### src/rtl/expbus_pkg.sv
// Shared types for the expansion bus controller.
// Assumes a 7-bit segment configuration word laid out as seg_cfg_t.
package expbus_pkg;
    localparam int CFG_W = 7;

    typedef struct packed {
        logic [1:0] seq_ws;   // sequential wait field
        logic [1:0] nseq_ws;  // nonsequential wait field (value+1 waits)
        logic       page_en;  // allow sequential accesses
        logic [1:0] width;    // 0: 8-bit, 1: 16-bit, 2/3: 32-bit
    } seg_cfg_t;

    typedef enum logic [1:0] {
        TGT_NONE = 2'd0,
        TGT_EXT  = 2'd1,
        TGT_SRAM = 2'd2
    } tgt_e;

    // Address step between consecutive beats for a width code.
    function automatic logic [2:0] beat_bytes(input logic [1:0] w);
        case (w)
            2'd0:    return 3'd1;
            2'd1:    return 3'd2;
            default: return 3'd4;
        endcase
    endfunction
endpackage

### src/rtl/expbus_decode.sv
// Address decoder: maps the top address bits to an external segment,
// the fully decoded on-chip SRAM window, or nothing.
// Assumes the external segments occupy the lowest codes.
module expbus_decode
    import expbus_pkg::*;
#(
    parameter int ADDR_W   = 32,
    parameter int SEG_LSB  = 28,
    parameter int NSEG     = 6,
    parameter int SRAM_SEG = 6,
    parameter int SRAM_AW  = 11,
    localparam int SEG_W   = ADDR_W - SEG_LSB
) (
    input  logic [ADDR_W-1:0] addr,
    output tgt_e              tgt,
    output logic [SEG_W-1:0]  seg
);
    localparam logic [SEG_W-1:0] NSEG_V = SEG_W'(NSEG);
    localparam logic [SEG_W-1:0] SRAM_V = SEG_W'(SRAM_SEG);

    assign seg = addr[ADDR_W-1:SEG_LSB];

    // Classify the target; SRAM hits only when all bits above its window are zero.
    always_comb begin
        if (seg < NSEG_V)
            tgt = TGT_EXT;
        else if (seg == SRAM_V && addr[SEG_LSB-1:SRAM_AW] == '0)
            tgt = TGT_SRAM;
        else
            tgt = TGT_NONE;
    end
endmodule

### src/rtl/expbus_seqdet.sv
// Sequential-access detector and run limiter.
// Assumes 'accept' pulses once per accepted request and 'chained' is high
// when that request follows the previous one with no idle cycle.
module expbus_seqdet
    import expbus_pkg::*;
#(
    parameter int ADDR_W  = 32,
    parameter int SEG_W   = 4,
    parameter int MAX_RUN = 4,
    localparam int RUN_W  = $clog2(MAX_RUN + 1)
) (
    input  logic              clk,
    input  logic              rst_n,
    input  logic              accept,
    input  logic              chained,
    input  tgt_e              tgt,
    input  logic [SEG_W-1:0]  seg,
    input  logic [ADDR_W-1:0] addr,
    input  logic              page_en,
    input  logic [1:0]        width,
    output logic              is_seq,
    output logic              run_full
);
    logic [ADDR_W-1:0] prev_addr;
    logic [SEG_W-1:0]  prev_seg;
    logic              prev_ext;
    logic [RUN_W-1:0]  run_cnt;
    logic [ADDR_W-1:0] next_addr;

    assign next_addr = prev_addr + ADDR_W'(beat_bytes(width));
    assign run_full  = (run_cnt == RUN_W'(MAX_RUN));

    // Sequential only for a chained hit on the next address of the same page-enabled segment.
    always_comb begin
        is_seq = chained && (tgt == TGT_EXT) && prev_ext && (seg == prev_seg)
                 && page_en && (addr == next_addr);
    end

    // Remember the last accepted access and count the beats of the current run.
    always_ff @(posedge clk) begin
        if (!rst_n) begin
            prev_addr <= '0;
            prev_seg  <= '0;
            prev_ext  <= 1'b0;
            run_cnt   <= '0;
        end else if (accept) begin
            prev_addr <= addr;
            prev_seg  <= seg;
            prev_ext  <= (tgt == TGT_EXT);
            run_cnt   <= is_seq ? run_cnt + 1'b1 : RUN_W'(1);
        end
    end
endmodule

### src/rtl/expbus_waitgen.sv
// Bus cycle timer: holds an access for the loaded number of wait states,
// then waits for ready when the target uses it.
// Assumes 'start' has priority over completion of the previous access.
module expbus_waitgen #(
    parameter int CNT_W = 3
) (
    input  logic             clk,
    input  logic             rst_n,
    input  logic             start,
    input  logic [CNT_W-1:0] load,
    input  logic             use_rdy_in,
    input  logic             ext_ready,
    output logic             active,
    output logic             done
);
    logic [CNT_W-1:0] cnt;
    logic             use_rdy;

    assign done = active && (cnt == '0) && (!use_rdy || ext_ready);

    // Load on start, count wait states down, drop active on completion.
    always_ff @(posedge clk) begin
        if (!rst_n) begin
            active  <= 1'b0;
            cnt     <= '0;
            use_rdy <= 1'b0;
        end else if (start) begin
            active  <= 1'b1;
            cnt     <= load;
            use_rdy <= use_rdy_in;
        end else if (done) begin
            active  <= 1'b0;
        end else if (active && cnt != '0) begin
            cnt     <= cnt - 1'b1;
        end
    end
endmodule

### src/rtl/expbus_ctrl.sv
// Expansion bus segment controller top: decodes requests, picks wait counts
// from per-segment configuration, drives selects and strobes, and limits runs.
// Assumes cfg_flat and slot_en are held steady while accesses are in flight.
module expbus_ctrl
    import expbus_pkg::*;
#(
    parameter int ADDR_W    = 32,
    parameter int SEG_LSB   = 28,
    parameter int NSEG      = 6,
    parameter int SRAM_SEG  = 6,
    parameter int SRAM_AW   = 11,
    parameter int SLOT_BASE = 4,
    parameter int NSLOT     = 2,
    parameter int MAX_RUN   = 4
) (
    input  logic                  clk,
    input  logic                  rst_n,
    input  logic                  req_valid,
    input  logic                  req_write,
    input  logic [ADDR_W-1:0]     req_addr,
    output logic                  req_ready,
    output logic                  req_done,
    input  logic [NSEG*CFG_W-1:0] cfg_flat,
    input  logic [NSLOT-1:0]      slot_en,
    input  logic                  ext_ready,
    output logic [ADDR_W-1:0]     bus_addr,
    output logic [1:0]            bus_width,
    output logic                  bus_seq,
    output logic [NSEG-1:0]       cs_n,
    output logic [NSLOT-1:0]      slot_sel,
    output logic                  sram_sel,
    output logic                  oe_n,
    output logic                  we_n
);
    localparam int SEG_W = ADDR_W - SEG_LSB;
    localparam int CNT_W = 3;

    tgt_e             dec_tgt, cur_tgt;
    logic [SEG_W-1:0] dec_seg, cur_seg;
    seg_cfg_t         cfg_arr [NSEG];
    seg_cfg_t         cfg_sel;
    logic             active, done, accept, chained, is_seq, run_full;
    logic [CNT_W-1:0] wait_val;
    logic             cur_write, cur_seq, start_ext_wr;
    logic [1:0]       cur_width;
    logic [ADDR_W-1:0] cur_addr;

    expbus_decode #(
        .ADDR_W(ADDR_W), .SEG_LSB(SEG_LSB), .NSEG(NSEG),
        .SRAM_SEG(SRAM_SEG), .SRAM_AW(SRAM_AW)
    ) u_dec (
        .addr(req_addr), .tgt(dec_tgt), .seg(dec_seg)
    );

    // Unpack one configuration word per external segment.
    for (genvar g = 0; g < NSEG; g++) begin : g_cfg
        assign cfg_arr[g] = seg_cfg_t'(cfg_flat[g*CFG_W +: CFG_W]);
    end

    // Select the configuration of the addressed segment.
    always_comb begin
        cfg_sel = '0;
        for (int i = 0; i < NSEG; i++)
            if (dec_tgt == TGT_EXT && dec_seg == SEG_W'(i))
                cfg_sel = cfg_arr[i];
    end

    assign req_ready    = !active || (done && !run_full);
    assign accept       = req_valid && req_ready;
    assign chained      = active && done;
    assign req_done     = done;
    assign start_ext_wr = accept && req_write && (dec_tgt == TGT_EXT);

    expbus_seqdet #(
        .ADDR_W(ADDR_W), .SEG_W(SEG_W), .MAX_RUN(MAX_RUN)
    ) u_seq (
        .clk(clk), .rst_n(rst_n), .accept(accept), .chained(chained),
        .tgt(dec_tgt), .seg(dec_seg), .addr(req_addr),
        .page_en(cfg_sel.page_en), .width(cfg_sel.width),
        .is_seq(is_seq), .run_full(run_full)
    );

    // Wait count: none for internal targets, field+1 nonsequential, field sequential (writes at least 1).
    always_comb begin
        if (dec_tgt != TGT_EXT)
            wait_val = '0;
        else if (is_seq)
            wait_val = (req_write && cfg_sel.seq_ws == 2'd0) ? CNT_W'(1) : CNT_W'(cfg_sel.seq_ws);
        else
            wait_val = CNT_W'(cfg_sel.nseq_ws) + CNT_W'(1);
    end

    expbus_waitgen #(.CNT_W(CNT_W)) u_wait (
        .clk(clk), .rst_n(rst_n), .start(accept), .load(wait_val),
        .use_rdy_in(dec_tgt == TGT_EXT), .ext_ready(ext_ready),
        .active(active), .done(done)
    );

    // Capture the attributes of the accepted access for the pins.
    always_ff @(posedge clk) begin
        if (!rst_n) begin
            cur_tgt   <= TGT_NONE;
            cur_seg   <= '0;
            cur_write <= 1'b0;
            cur_seq   <= 1'b0;
            cur_width <= '0;
            cur_addr  <= '0;
        end else if (accept) begin
            cur_tgt   <= dec_tgt;
            cur_seg   <= dec_seg;
            cur_write <= req_write;
            cur_seq   <= is_seq;
            cur_width <= cfg_sel.width;
            cur_addr  <= req_addr;
        end
    end

    assign bus_addr  = cur_addr;
    assign bus_width = cur_width;
    assign bus_seq   = active && cur_seq;
    assign sram_sel  = active && (cur_tgt == TGT_SRAM);
    assign oe_n      = !(active && cur_tgt == TGT_EXT && !cur_write);
    assign we_n      = !(active && cur_tgt == TGT_EXT && cur_write);

    // Chip selects, with the slot-capable segments released when their slot is enabled.
    for (genvar g = 0; g < NSEG; g++) begin : g_cs
        logic hit;
        assign hit = active && (cur_tgt == TGT_EXT) && (cur_seg == SEG_W'(g));
        if (g >= SLOT_BASE && g < SLOT_BASE + NSLOT) begin : g_slot
            assign cs_n[g] = !(hit && !slot_en[g-SLOT_BASE]);
        end else begin : g_plain
            assign cs_n[g] = !hit;
        end
    end

    // Slot-controller selects, each driven by its own enable.
    for (genvar j = 0; j < NSLOT; j++) begin : g_ss
        assign slot_sel[j] = active && (cur_tgt == TGT_EXT)
                             && (cur_seg == SEG_W'(SLOT_BASE + j)) && slot_en[j];
    end
endmodule

### config.mk
export PLATFORM = sky130hd
export DESIGN_NAME = expbus_ctrl
export DESIGN_NICKNAME = d
export VERILOG_FILES = /design/src/rtl/expbus_pkg.sv /design/src/rtl/expbus_decode.sv /design/src/rtl/expbus_seqdet.sv /design/src/rtl/expbus_waitgen.sv /design/src/rtl/expbus_ctrl.sv
export SDC_FILE = /design/constraint.sdc
export NUM_CORES = 1
export LEC_CHECK = 0
export BUFFER_PORTS_ARGS = -buffer_cell sky130_fd_sc_hd__buf_4
export CAP_MARGIN = 20
export CORE_MARGIN = 2
export CORE_UTILIZATION = 40
export DETAILED_ROUTE_END_ITERATION = 8
export PLACE_DENSITY_LB_ADDON = 0.08
export SYNTH_ARGS = -nofsm -noshare
export SYNTH_HDL_FRONTEND = slang
export SYNTH_SLANG_ARGS = --single-unit
### constraint.sdc
create_clock -name clk -period 7.2 [get_ports clk]
set_input_delay 0.72 -clock clk [delete_from_list [all_inputs] [get_ports clk]]
set_output_delay 0.72 -clock clk [all_outputs]
set_load 0.05 [all_outputs]
-- Word-level counts from Yosys, hierarchy flattened
Cells that the tools add are included.
- bits in registers: 50
- input port bits: 81
- output and inout port bits: 48
- $add $sub $neg: 4
- magnitude comparators: 1
- eq/ne operators: 20
- mux-type cells: 18
- reductions and logical operators: 60
- operators by type and width (kind ; number):
    7-bit 2-to-1 mux ; 6
    1-bit logical AND ; 34
    32-bit by 3-bit adder with 32-bit output ; 1
    32-bit == test ; 1
    4-bit by 3-bit == test with 1-bit output, second input constant ; 5
    3-bit 2-to-1 mux ; 6
    17-bit logical NOT ; 1
    4-bit by 2-bit == test with 1-bit output, second input constant ; 4
    1-bit logical NOT ; 14
    4-bit by 1-bit == test with 1-bit output, second input constant ; 2
    4-bit logical NOT ; 2
    2-bit by 1-bit == test with 1-bit output, second input constant ; 3
    2-bit 2-to-1 mux ; 3
    3-bit one-hot mux with 2 select lines ; 1
    4-bit == test ; 1
    2-bit logical NOT ; 2
    4-bit by 3-bit less-than comparator with 1-bit output, second input constant ; 1
    2-bit by 1-bit != test with 1-bit output, second input constant ; 2
    2-bit nonzero test ; 2
    2-bit by 1-bit adder with 3-bit output, second input constant ; 1
    3-bit by 1-bit adder with 3-bit output, second input constant ; 1
    3-bit == test, second input constant ; 1
    3-bit logical NOT ; 1
    3-bit nonzero test ; 1
    other kinds (5) ; 7

-- Logic depth before layout (Yosys ltp)
- depth in word-level cells: 20
- mapped depth: 18
- mapped depth without buffers: 16

-- By module
A second synthesis with hierarchy kept.
- cells, all modules: 679
- area, all modules: 5635.4 µm²
- modules (own cells, without submodules) (module ; times used ; cells an instance ; area an instance (µm²) ; seq. area each (µm²)):
    expbus_seqdet ; 1 ; 368 ; 3076.7 ; 800.8
    expbus_ctrl ; 1 ; 267 ; 2180.8 ; 840.8
    expbus_waitgen ; 1 ; 31 ; 291.5 ; 100.1
    expbus_decode ; 1 ; 13 ; 86.3 ; 0.0

-- Least setup slack after synthesis
Ideal clock, no wire load.
- kind: in2reg
- start point: input port req_addr[28]
- end point: register u_wait.cnt[1]
- library setup time: 126 ps
- arrival: 4295 ps
- slack: 2778 ps
- stages: 18
- path through: buf_2 buf_1 mux2_2 a22oi_1 nor2_1 nor2_1 ha_1 inv_1 fa_1 nor2b_1 o211ai_1 xnor2_1 or3_1 nor4_1 and4_1 buf_4 a311o_1 o211ai_1
- cells in the longest elaborated chain, start to end: 20
- elaborated cells on any way between the ends: 43
- classes of those cells: add/sub: 2; order compare: 1; eq/ne: 11; mux: 13; reduce/logical: 16
- RTL lines (element ; line ; text):
    start: declaration ; expbus_ctrl.sv:20 ; input logic [ADDR_W-1:0] req_addr,
    4-bit by 3-bit == test with 1-bit output ; expbus_decode.sv:27 ; else if (seg == SRAM_V && addr[SEG_LSB-1:SRAM_AW] == '0)
    1-bit logical AND ; expbus_decode.sv:27 ;
    2-bit 2-to-1 mux ; expbus_decode.sv:27 ;
    2-bit 2-to-1 mux ; expbus_decode.sv:25 ; if (seg < NSEG_V)
    2-bit by 1-bit == test with 1-bit output ; expbus_seqdet.sv:35, expbus_ctrl.sv:64 ;
    1-bit logical AND ; expbus_ctrl.sv:64 ; if (dec_tgt == TGT_EXT && dec_seg == SEG_W'(i))
    7-bit 2-to-1 mux (6 in series) ; expbus_ctrl.sv:64 ;
    2-bit by 1-bit == test with 1-bit output or 2-bit logical NOT (tied branches) ; expbus_pkg.sv:21 ; case (w)
    3-bit one-hot mux with 2 select lines ; expbus_pkg.sv:21 ;
    32-bit by 3-bit adder with 32-bit output ; expbus_seqdet.sv:30 ; assign next_addr = prev_addr + ADDR_W'(beat_bytes(width));
    32-bit == test ; expbus_seqdet.sv:36 ; && page_en && (addr == next_addr);
    1-bit logical AND ; expbus_seqdet.sv:36 ;
    3-bit 2-to-1 mux ; expbus_ctrl.sv:87 ; else if (is_seq)
    3-bit 2-to-1 mux (*) ; expbus_ctrl.sv:85 ; if (dec_tgt != TGT_EXT)
    3-bit 2-to-1 mux (*) ; expbus_waitgen.sv:27 ; end else if (start) begin
    end signal: assignment ; expbus_waitgen.sv:29 ; cnt <= load;
    end signal: assignment ; expbus_waitgen.sv:34 ; cnt <= cnt - 1'b1;
    end: declaration ; expbus_waitgen.sv:16 ; logic [CNT_W-1:0] cnt;
Mark *: on every way between the ends. The rest lies on a longest branch, timed or not.
A chain may end at the register's enable or synchronous reset.

-- Final worst setup path
Same ends and word-level chain as after synthesis.

==> out/metrics.yaml <==
synth_seq_cells: 45
clk_pin_slew_worst_paths_ns: 0.09
syn_area_sq_um: 3760
finalSetupViolCount: 0
row_count: 35
critical_path_required_ns: 7.40
grt_usage: 0.246
netlist_top_cells_area: "dfxtp_1 24%, nand2_1 9.9%, xnor2_1 7.7%"
place_inst: 698
antenna_found_initial: 0
ir_drop_v: 0.0000638
maxCapViolCount: 0
syn2layout_area_growth_pct: 28.8
syn_inst: 487
routed_via_density: 5.61
nets: 684
rsz0062_at_grt: "false"
crit_type: "in -> reg"
start_kind: "primary input"
via_count: 3964
hp-class: "reg -> reg"
drc: 0
clock_latency_ns: 0.31
cts-resized-gates: 0
grt_max_degree: 49
fp.dieW_microns: 101
start_util: 0.408
cp.arrival_ns: 4.61
period_minus_slack_ns: 4.42
synth-edff-count: 0
die_h_microns: 101
holdBufCountCts: 0
hold-worst-slack_ns: 0.457
finalHoldViolCount: 0
cts-htree-levels: 2
yosysUniqueCellTypes: 62
cts.sinks: 45
fmax_ghz: 0.226
finalSetupTns_ns: 0
final-max-slew-violation-count: 0
globalplace.congestion: 1.00
fin_util: 0.526
tightest_slew_ns: 0.849
nFillCells: 895
antenna-diode-count: 0
core-area_sq_um: 9200
detail-route-antenna-nets: 0
fin_crit_sh: 0.614
async_reset_ff_frac: 0
p_leak_uw: 0.00194
wl_per_cell_microns: 17.3
crit_path_max_fanout: 19
dpl_cell_area_sq_um: 4740
grt_overflow_total: 0
dieArea_sq_um: 10200
seq_area_frac_synth: 0.240
layout-drive-gt1-share: 0.269
yosysTopAreaCellShare: 0.240
cts_inserted_buffers: 5
status: "finished clean"
cts_setup_buffers: 0
drt_first_pass_iters: 4
layout.cells.non_filler: 706
synth.avg_cell_area_sq_um: 7.71
io_pins: 129
grt_first_pass_wirelength_mm: 19.8
io_buffers: 128
power_density_nw_per_um2: 150
wirelength_mm: 12.2
cts-root-buf: "clkbuf_8"
final_cell_area_sq_um: 4840
skew_ns: 0.00657
yosysWarnings: 0
post-dp-hpwl_mm: 9.50
slew_headroom: 0.432
cts_tree: "yes"
endpoint_kind: "register"
synth_top_cell_by_area: "dfxtp_1"
syn_nets: 577
synthFlopType: "dfxtp_1"
dr.first_iter.drc_count: 210
clock_path_buffers: 2
grt_pass1_vias: 3824
[cell usage in the layout, fill, tap and decap left out, types with 7 or more instances in the layout]
| cell | count |
|---|---|
| and3_1 | 9 |
| buf_4 | 129 |
| inv_1 | 11 |
| nand3_1 | 20 |
| nand4_1 | 15 |
| a21boi_0 | 37 |
| nor2_1 | 25 |
| nand2_1 | 98 |
| clkbuf_8 | 7 |
| o21ai_0 | 8 |
| ha_1 | 8 |
| xnor2_1 | 33 |
| a21oi_1 | 9 |
| dfxtp_1 | 45 |
| nor3_1 | 8 |
| and4_1 | 7 |
| xor2_1 | 13 |
| nor2b_1 | 7 |
| nor4_1 | 12 |
[cells in the mapped netlist, types with 2 or more instances]
| cell type | instances |
|---|---|
| o31ai_1 | 3 |
| nand2_1 | 99 |
| clkbuf_1 | 17 |
| nor3_1 | 8 |
| nor4_1 | 12 |
| and4_1 | 7 |
| a21boi_0 | 37 |
| buf_2 | 6 |
| o21a_1 | 2 |
| a311oi_1 | 2 |
| inv_1 | 11 |
| nand3b_1 | 4 |
| nand2b_1 | 2 |
| nor2b_1 | 7 |
| o2111ai_1 | 2 |
| buf_1 | 3 |
| nor3b_1 | 5 |
| mux2i_1 | 4 |
| or3_1 | 3 |
| nor4_4 | 2 |
| and3_1 | 9 |
| a311o_1 | 2 |
| ha_1 | 8 |
| xnor2_1 | 33 |
| and4b_1 | 2 |
| mux4_2 | 5 |
| a211oi_1 | 3 |
| and2_1 | 6 |
| o21ai_0 | 8 |
| nor4_2 | 2 |
| dfxtp_1 | 45 |
| nand4_1 | 15 |
| nor2_1 | 25 |
| buf_4 | 3 |
| a31oi_1 | 5 |
| xor2_1 | 13 |
| nor4b_1 | 2 |
| a21oi_1 | 9 |
| nand3_1 | 20 |
| o211ai_1 | 4 |
| a21o_1 | 2 |
| a22oi_1 | 5 |
| mux2_2 | 6 |
[kinds of logic (layout without fill, tap and decap cells)]
| family | count (synthesis) | count (layout) | synth area share |
|---|---|---|---|
| AO/OA/AOI/OAI | 96 | 96 | 0.190 |
| XOR/XNOR | 46 | 46 | 0.107 |
| adder cells (fa/ha/maj) | 9 | 9 | 0.0320 |
| buffers and inverters | 40 | 148 | 0.0450 |
| flip-flops | 45 | 45 | 0.240 |
| multiplexers | 16 | 16 | 0.0616 |
| AND/OR/NAND/NOR | 235 | 235 | 0.324 |
[layer usage]
metal / up-vias / track usage / part of all wire
li1: 1959 / - / -
met1: 1869 / 0.324 / 0.44
met2: 117 / 0.414 / 0.49
met3: 19 / 0.0381 / 0.046
met4: 0 / 0.0748 / 0.019
met5: - / 0 / 0
[sequential cells by signal, indices dropped and copies added, names as in the netlist]
name and count:
u_seq.prev_seg 4, bus_width 2, cur_write 1, cur_tgt 1, u_seq.run_cnt 3, u_wait.cnt 3
u_seq.prev_ext 1, cur_seq 1, u_seq.prev_addr 28, u_wait.active 1
[final cells by class]
class | count | area [sq um] | share of cell area
Multi-Input combinational cell | 402 | 2690 | 0.556
Sequential cell | 45 | 901 | 0.186
Tap cell | 111 | 139 | 0.0287
Inverter | 11 | 41.3 | 0.00853
Timing Repair Buffer | 129 | 968 | 0.200
Clock inverter | 1 | 5.00 | 0.00103
Clock buffer | 7 | 96.3 | 0.0199
[where the power goes]
group	internal, uW	switching (uW)	leakage [uW]
registers	264	28.4	0.000369
clock network	87.0	93.8	0.0000542
logic	104	146	0.00152
total	455	269	0.00194
[per-stage QoR]
step,total power [uW],setup WS (ns)
finish,724,2.78
global placement,545,2.60
floorplan,453,2.78
global route,766,2.47
detailed placement,550,2.45
CTS,730,2.78
[critical path, cell delays in order]
cell and delay, ns:
buf_4 0.24, mux4_2 0.53, a22oi_1 0.19, nor2_1 0.12, nor2_1 0.14, ha_1 0.23
inv_1 0.07, fa_1 0.40, nor2b_1 0.33, o211ai_1 0.15, xnor2_1 0.14, or3_1 0.30
nor4_1 0.38, and4_1 0.39, a311o_1 0.21, o211ai_1 0.08
[final timing paths]
kind,depth (start not counted),to,slack (ns),startpoint
worst min register to register,2,cur_seq$_SDFFE_PN0P_,0.46,cur_seq$_SDFFE_PN0P_
worst max-delay path,16,u_wait.cnt[1]$_SDFFE_PN0P_,2.78,req_addr[28]
worst min-delay path,2,cur_seq$_SDFFE_PN0P_,0.46,cur_seq$_SDFFE_PN0P_
worst max register to register,11,u_wait.cnt[1]$_SDFFE_PN0P_,4.07,u_seq.prev_addr[0]$_SDFFE_PN0P_
No activity file was read; power rests on OpenSTA's default activity.
